[src/rtl/img_ld_pkg.sv]
package img_ld_pkg;

    localparam int IMG_WORDS   = 51;
    localparam int NUM_VIS     = 17;
    localparam int NUM_CACHE   = 8;
    localparam int NUM_SEG     = 4;
    localparam int WORD_MSW    = 3;
    localparam int WORD_VIS_LO = 11;
    localparam int WORD_VIS_HI = 26;
    localparam int WORD_CACHE0 = 27;
    localparam int AR_VALID    = 7;
    localparam logic [7:0] FAULT_VEC = 8'h0D;

    typedef struct packed {
        logic [23:0] base;
        logic [7:0]  ar;
        logic [15:0] limit;
    } desc_t;

    typedef enum logic [1:0] {
        SEG_ES = 2'd0,
        SEG_CS = 2'd1,
        SEG_SS = 2'd2,
        SEG_DS = 2'd3
    } seg_e;

    typedef enum logic [1:0] {
        LD_IDLE,
        LD_FETCH,
        LD_HOLD,
        LD_DONE
    } ld_state_e;

    function automatic logic word_is_vis(input logic [5:0] k);
        return (k == 6'(WORD_MSW)) || (k >= 6'(WORD_VIS_LO) && k <= 6'(WORD_VIS_HI));
    endfunction

    function automatic logic [4:0] word_vis_slot(input logic [5:0] k);
        return (k == 6'(WORD_MSW)) ? 5'd0 : 5'(k - 6'd10);
    endfunction

    // ES->8, CS->7, SS->6, DS->5
    function automatic logic [4:0] seg_vis_slot(input logic [1:0] s);
        return 5'd8 - {3'd0, s};
    endfunction

endpackage

[src/rtl/img_ld_seq.sv]
module img_ld_seq
    import img_ld_pkg::*;
#(
    parameter int          ADDR_W      = 24,
    parameter logic [23:0] BASE_ADDR   = 24'h000800,
    parameter int          LOAD_CYCLES = 195,
    localparam int         CNT_W       = $clog2(LOAD_CYCLES + 1)
) (
    input  logic              clk,
    input  logic              rst,
    input  logic              start_i,
    output logic              busy_o,
    output logic              done_o,
    output logic              rd_o,
    output logic [ADDR_W-1:0] addr_o,
    output logic [5:0]        word_o
);

    ld_state_e        state;
    logic [CNT_W-1:0] cnt;

    always_ff @(posedge clk) begin
        if (rst) begin
            state <= LD_IDLE;
            cnt   <= '0;
        end else begin
            unique case (state)
                LD_IDLE, LD_DONE: begin
                    if (start_i) begin
                        state <= LD_FETCH;
                        cnt   <= '0;
                    end
                end
                LD_FETCH: begin
                    cnt <= cnt + 1'b1;
                    if (cnt == CNT_W'(IMG_WORDS - 1)) state <= LD_HOLD;
                end
                LD_HOLD: begin
                    cnt <= cnt + 1'b1;
                    if (cnt == CNT_W'(LOAD_CYCLES - 1)) state <= LD_DONE;
                end
                default: state <= LD_IDLE;
            endcase
        end
    end

    assign busy_o = (state == LD_FETCH) || (state == LD_HOLD);
    assign done_o = (state == LD_DONE);
    assign rd_o   = (state == LD_FETCH);
    assign addr_o = ADDR_W'(BASE_ADDR) + ADDR_W'({cnt, 1'b0});
    assign word_o = cnt[5:0];

endmodule

[src/rtl/img_ld_regs.sv]
module img_ld_regs
    import img_ld_pkg::*;
(
    input  logic        clk,
    input  logic        rst,
    input  logic        ld_we,
    input  logic [5:0]  ld_word,
    input  logic [15:0] ld_data,
    input  logic        sel_we,
    input  logic [1:0]  sel_seg,
    input  logic [15:0] sel_val,
    input  desc_t       sel_desc,
    input  logic [4:0]  reg_sel,
    output logic [15:0] reg_q,
    input  logic [2:0]  cache_sel,
    output desc_t       cache_q,
    input  logic [1:0]  acc_seg,
    output desc_t       acc_desc,
    output desc_t       cs_desc
);

    logic [15:0] vis [NUM_VIS];
    desc_t       cache [NUM_CACHE];

    always_ff @(posedge clk) begin
        if (rst) begin
            for (int i = 0; i < NUM_VIS; i++) vis[i] <= '0;
        end else begin
            if (ld_we && word_is_vis(ld_word)) vis[word_vis_slot(ld_word)] <= ld_data;
            if (sel_we) vis[seg_vis_slot(sel_seg)] <= sel_val;
        end
    end

    for (genvar g = 0; g < NUM_CACHE; g++) begin : g_cache
        localparam logic [5:0] W0 = 6'(WORD_CACHE0 + 3 * g);
        desc_t q;
        always_ff @(posedge clk) begin
            if (rst) begin
                q <= '0;
            end else if (ld_we && ld_word == W0) begin
                q.base[15:0] <= ld_data;
            end else if (ld_we && ld_word == W0 + 6'd1) begin
                q.base[23:16] <= ld_data[7:0];
                q.ar          <= ld_data[15:8];
            end else if (ld_we && ld_word == W0 + 6'd2) begin
                q.limit <= ld_data;
            end else if (g < NUM_SEG && sel_we && {1'b0, sel_seg} == 3'(g)) begin
                q <= sel_desc;
            end
        end
        assign cache[g] = q;
    end

    assign reg_q    = (reg_sel < 5'(NUM_VIS)) ? vis[reg_sel] : 16'h0000;
    assign cache_q  = cache[cache_sel];
    assign acc_desc = cache[{1'b0, acc_seg}];
    assign cs_desc  = cache[SEG_CS];

endmodule

[src/rtl/img_ld_guard.sv]
module img_ld_guard
    import img_ld_pkg::*;
(
    input  desc_t       desc,
    input  logic [15:0] offset,
    output logic        fault,
    output logic [7:0]  vec
);

    logic absent;
    logic over;

    always_comb begin
        absent = ~desc.ar[AR_VALID];
        over   = offset > desc.limit;
        fault  = absent | over;
        vec    = fault ? FAULT_VEC : 8'h00;
    end

endmodule

[src/rtl/state_image_loader.sv]
module state_image_loader
    import img_ld_pkg::*;
#(
    parameter int          ADDR_W      = 24,
    parameter logic [23:0] BASE_ADDR   = 24'h000800,
    parameter int          LOAD_CYCLES = 195
) (
    input  logic              clk,
    input  logic              rst,
    input  logic              start_i,
    output logic              busy_o,
    output logic              done_o,
    output logic              mem_rd_o,
    output logic [ADDR_W-1:0] mem_addr_o,
    input  logic [15:0]       mem_rdata_i,
    input  logic              sel_wr_i,
    input  logic [1:0]        sel_seg_i,
    input  logic [15:0]       sel_val_i,
    input  logic [23:0]       sel_base_i,
    input  logic [7:0]        sel_ar_i,
    input  logic [15:0]       sel_limit_i,
    input  logic [1:0]        acc_seg_i,
    input  logic [15:0]       acc_off_i,
    output logic              acc_fault_o,
    output logic [7:0]        acc_vec_o,
    output logic [1:0]        cpl_o,
    input  logic [4:0]        reg_sel_i,
    output logic [15:0]       reg_q_o,
    input  logic [2:0]        cache_sel_i,
    output logic [23:0]       cache_base_o,
    output logic [7:0]        cache_ar_o,
    output logic [15:0]       cache_limit_o
);

    logic [5:0] word;
    desc_t      sel_desc, cache_q, acc_desc, cs_desc;

    img_ld_seq #(
        .ADDR_W(ADDR_W), .BASE_ADDR(BASE_ADDR), .LOAD_CYCLES(LOAD_CYCLES)
    ) u_seq (
        .clk(clk), .rst(rst), .start_i(start_i),
        .busy_o(busy_o), .done_o(done_o), .rd_o(mem_rd_o),
        .addr_o(mem_addr_o), .word_o(word)
    );

    assign sel_desc = '{base: sel_base_i, ar: sel_ar_i, limit: sel_limit_i};

    img_ld_regs u_regs (
        .clk(clk), .rst(rst),
        .ld_we(mem_rd_o), .ld_word(word), .ld_data(mem_rdata_i),
        .sel_we(sel_wr_i & ~busy_o), .sel_seg(sel_seg_i),
        .sel_val(sel_val_i), .sel_desc(sel_desc),
        .reg_sel(reg_sel_i), .reg_q(reg_q_o),
        .cache_sel(cache_sel_i), .cache_q(cache_q),
        .acc_seg(acc_seg_i), .acc_desc(acc_desc), .cs_desc(cs_desc)
    );

    img_ld_guard u_guard (
        .desc(acc_desc), .offset(acc_off_i),
        .fault(acc_fault_o), .vec(acc_vec_o)
    );

    assign cpl_o         = cs_desc.ar[6:5];
    assign cache_base_o  = cache_q.base;
    assign cache_ar_o    = cache_q.ar;
    assign cache_limit_o = cache_q.limit;

endmodule

[config.mk]
export PLATFORM = sky130hd
export DESIGN_NAME = state_image_loader
export DESIGN_NICKNAME = d
export VERILOG_FILES = /design/src/rtl/img_ld_pkg.sv /design/src/rtl/img_ld_seq.sv /design/src/rtl/img_ld_regs.sv /design/src/rtl/img_ld_guard.sv /design/src/rtl/state_image_loader.sv
export SDC_FILE = /design/constraint.sdc
export NUM_CORES = 2
export LEC_CHECK = 0
export ABC_AREA = 1
export CAP_MARGIN = 30
export CORE_ASPECT_RATIO = 1.4
export CORE_MARGIN = 2
export CORE_UTILIZATION = 57
export DETAILED_ROUTE_END_ITERATION = 10
export DONT_BUFFER_PORTS = 1
export PLACE_DENSITY_LB_ADDON = 0.2
export SLEW_MARGIN = 40
export SYNTH_ARGS = -nofsm -noshare
export SYNTH_HDL_FRONTEND = slang
export SYNTH_SLANG_ARGS = --single-unit
export TNS_END_PERCENT = 1
[constraint.sdc]
create_clock -name clk -period 3.3 [get_ports clk]
set_clock_uncertainty 0.05 [all_clocks]
set_input_delay 0.495 -clock clk [delete_from_list [all_inputs] [get_ports clk]]
set_output_delay 0.495 -clock clk [all_outputs]
set_load 0.1 [all_outputs]
==> results.sh <==
export IMPL_outcome="completed"
export IMPL_synth_top_area_frac=0.271
export IMPL_grt_max_degree=178
export IMPL_synth_seq_area_share=0.494
export IMPL_synth_compound_area_frac=0.217
export IMPL_design_portCount=214
export IMPL_max_slew_margin_rel=0.419
export IMPL_antenna_violations_before_repair=4
export IMPL_timing_hold_violations_final=0
export IMPL_synth_simple_gate_area_share=0.200
export IMPL_r2r_slack_ns=0.14
export IMPL_multiInputGateArea_sq_um=15600
export IMPL_cts_inserted_buffers=70
export IMPL_setup_worst_path_start="u_regs.cache[345]$_SDFFE_PP0P_"
export IMPL_design_die_area_sq_um=64200
export IMPL_critical_path_cell_chain="inv_1 > o21ai_1 > a21oi_1 > ha_1 > nand3_1 > nor2_2 > nand3b_1 > nand3_1 > nand2_2 > nand2_4 > buf_16"
export IMPL_rows=108
export IMPL_worstRegToRegCells=14
export IMPL_fin_setup_tns_ns=0
export IMPL_areaGrowthSynthToFinish_pct=11.3
export IMPL_cts_root_buffer="clkbuf_16"
export IMPL_delay_of_the_slowest_cell_on_the_worst_path_ns=0.37
export IMPL_core_area_sq_um=61800
export IMPL_critPathSlowestCell="buf_16"
export IMPL_critical_path_end_type="output pin"
export IMPL_cts_tree="done"
export IMPL_place_congestion=1.02
export IMPL_synthesis_yosys_warnings=0
export IMPL_path_common_cell="nand3_1"
export IMPL_combinational_family_with_the_most_area_after_synthesis="compound AO/OA/AOI/OAI gates"
export IMPL_worstSetupPathType="reg -> out"
export IMPL_global_route_usage_total=0.368
export IMPL_path_max_fanout=4
export IMPL_drt_first_iter_violations=3555
export IMPL_internal_power_uw=15400
export IMPL_clk_latency_ns=0.62
export IMPL_synth_cells=4561
export IMPL_post_dp_hpwl_mm=78.7
export IMPL_synth_mux_area_fraction=0
export IMPL_p_total_uw=22900
export IMPL_grt_overflow_total=0
export IMPL_timing_critical_path_depth=11
export IMPL_netlist_area_before_placement_sq_um=35500
export IMPL_met2_length_mm=58.2
export IMPL_final_min_period_over_clock_period=0.974
export IMPL_data_required_critical_path_ns=2.75
export IMPL_vdd_drop_max_uv=474
export IMPL_drt_first_pass_iters=6
export IMPL_synth_area_per_cell_sq_um=7.77
export IMPL_avgViaCountPerCell=5.96
export IMPL_vias_in_the_first_global_route=30000
export IMPL_route_final_wire_length_mm=120
export IMPL_numPortBuffers=0
export IMPL_numPlacedInstances=5218
export IMPL_seq_power_share=0.432
export IMPL_start_kind="flip-flop"
export IMPL_synth_xor_area_share=0
export IMPL_slew_viol_final=0
export IMPL_clkPwrFrac=0.352
export IMPL_clk_pin_slew_ns=0.06
export IMPL_combinationalPowerShare=0.215
export IMPL_worst_hold_path_type="in -> reg"
export IMPL_worst_hold_startpoint="mem_rdata_i[10]"
export IMPL_die_width_um=215
export IMPL_starting_density_of_the_core=0.574
export IMPL_setup_repair_after_global_routing_missed_its_margin="true"
export IMPL_yosys_register_bits=714
export IMPL_synth_cell_types=41
export IMPL_final_critical_period_ns=3.21
export IMPL_timing_max_cap_violations=0
export IMPL_fin_nets=4609
export IMPL_final_core_util=0.639
export IMPL_power_net_switching_uw=7420
export IMPL_fill_cells=5373
export IMPL_fin_cells=5350
export IMPL_synth_top_cells_by_area="edfxtp_1 (27%), dfxtp_1 (22%), o21ai_0 (14%)"
export IMPL_timing_final_setup_violations=0
export IMPL_met1_wire_length_mm=40.9
export IMPL_leakagePower_uw=0.0159
export IMPL_num_vias=31900
export IMPL_fmax_mhz=311
export IMPL_sequential_cell_area_sq_um=17500
export IMPL_cts_root_to_sink_buffers=3
export IMPL_hold_path_cell_count=2
export IMPL_clkSinkCount=714
export IMPL_reg2reg_from="u_seq.state[0]$_SDFFE_PP0P_"
export IMPL_global_route_wire_length_before_repair_mm=180
export IMPL_floorplan_die_height_um=299
export IMPL_routed_wl_met3_mm=10.2
export IMPL_synth_top_cell_by_area="edfxtp_1"
export IMPL_drive_above_1_share=0.119
export IMPL_power_per_cell_area_nw_per_um2=579
export IMPL_top_layer_used="met5"
export IMPL_cpLargestDelayFamily="simple AND/OR/NAND/NOR gates"
export IMPL_p_sw_frac=0.325
export IMPL_reg2reg_to="u_regs.vis[14][12]$_SDFFCE_PN0P_"
export IMPL_arrival_ns=2.67
export IMPL_cp_buffers_inverters=2
export IMPL_detail_route_antenna_nets=0
export IMPL_worst_slew_pin_slew_ns=0.863
export IMPL_final_hold_worst_slack_ns=0.0203
export IMPL_post_synth_fa_ha_maj_area_fraction=0.0106
export IMPL_cts_htree_levels=3
export IMPL_routed_wirelength_normalized_by_instance_count_um=22.5
export IMPL_cts_setup_buffers=0
export IMPL_drc=0
export IMPL_hold_path_endpoint="u_regs.cache[10]$_SDFFE_PP0P_"
## cells in the final DEF, fill, tap and decap left out, drive strengths merged, types with 6 or more instances in the layout
cell and instances:
nor2 955, clkinv 21, o21ai 978, nand2 592, or2 17, o22ai 16, nand3 83, a31oi 49
clkbuf 102, conb 21, inv 239, o211ai 33, nand4 9, edfxtp 320, a211oi 17, nor3 38
a21oi 387, ha 30, diode 6, dfxtp 394, buf 208
## per-stage QoR
| step | setup slack (ns) | area (sq um) |
|---|---|---|
| finish | 0.0867 | 39500 |
| global route | -0.00127 | 39500 |
| CTS | 0.00362 | 39400 |
| detailed placement | 0.221 | 37100 |
| global placement | 0.308 | 37100 |
| floorplan | -0.380 | 35500 |
## layout make-up
cell class,count,share of cell area
Inverter,244,0.0237
Clock inverter,22,0.00526
Clock buffer,102,0.0521
Timing Repair Buffer,209,0.0528
Tap cell,825,0.0262
Multi-Input combinational cell,3228,0.396
Sequential cell,714,0.443
Antenna cell,6,0.000380
## power by group through the flow
stage | Clock [uW] | Combinational (uW) | Sequential [uW]
after floorplan | 0 | 3400 | 10100
after global routing | 8430 | 5230 | 9910
after CTS | 8080 | 4830 | 9870
after global placement | 0 | 4730 | 10000
final | 8050 | 4920 | 9880
after detailed placement | 0 | 4790 | 10100
## synth_stat cells, drive strengths merged
| master | n |
|---|---|
| ha | 30 |
| a211oi | 17 |
| nor2 | 955 |
| inv | 236 |
| nand2 | 592 |
| clkinv | 8 |
| a221oi | 1 |
| nand3 | 83 |
| dfxtp | 394 |
| edfxtp | 320 |
| o211ai | 33 |
| o22ai | 16 |
| a21oi | 387 |
| nor3 | 38 |
| clkbuf | 271 |
| nand3b | 2 |
| a31oi | 49 |
| o21ai | 978 |
| or2 | 17 |
| conb | 2 |
| nand4 | 9 |
| buf | 123 |
## sequential cells by signal, summed over array words and instances (netlist names)
| name | count |
|---|---|
| u_regs.cs_desc | 48 |
| u_regs.cache | 336 |
| u_regs.vis | 320 |
| u_seq.state | 2 |
| u_seq.cnt | 8 |
## worst max-delay path by stage
stage | end | slack (ns)
global placement | u_regs.vis[13][1]$_SDFFCE_PN0P_ | 0.31
floorplan | cache_base_o[16] | -0.38
finish | acc_fault_o | 0.09
global route | acc_vec_o[0] | -0.001
CTS | acc_vec_o[0] | 0.004
detailed placement | u_regs.vis[15][12]$_SDFFCE_PN0P_ | 0.22
## what timing repair did
item | in CTS | in global routing
hold buffers | 2 | 0
gates resized for setup | 5 | 10
endpoints found under the hold margin | 53 | 0
pin swaps | 0 | 2
setup endpoints to repair | 4 | 68
## cell families after synthesis
logic type               after synthesis
AND/OR/NAND/NOR                     1696
AO/OA/AOI/OAI                       1481
flip-flops                           714
buffers and inverters                638
adder cells (fa/ha/maj)               30
other                                  2
## layer usage
layer / GRT usage / up-vias
met5: 0 / -
met4: 0.308 / 2
met3: 0.0816 / 428
met2: 0.620 / 1567
met1: 0.395 / 14800
li1: - / 15100
No activity file was read; power rests on OpenSTA's default activity.
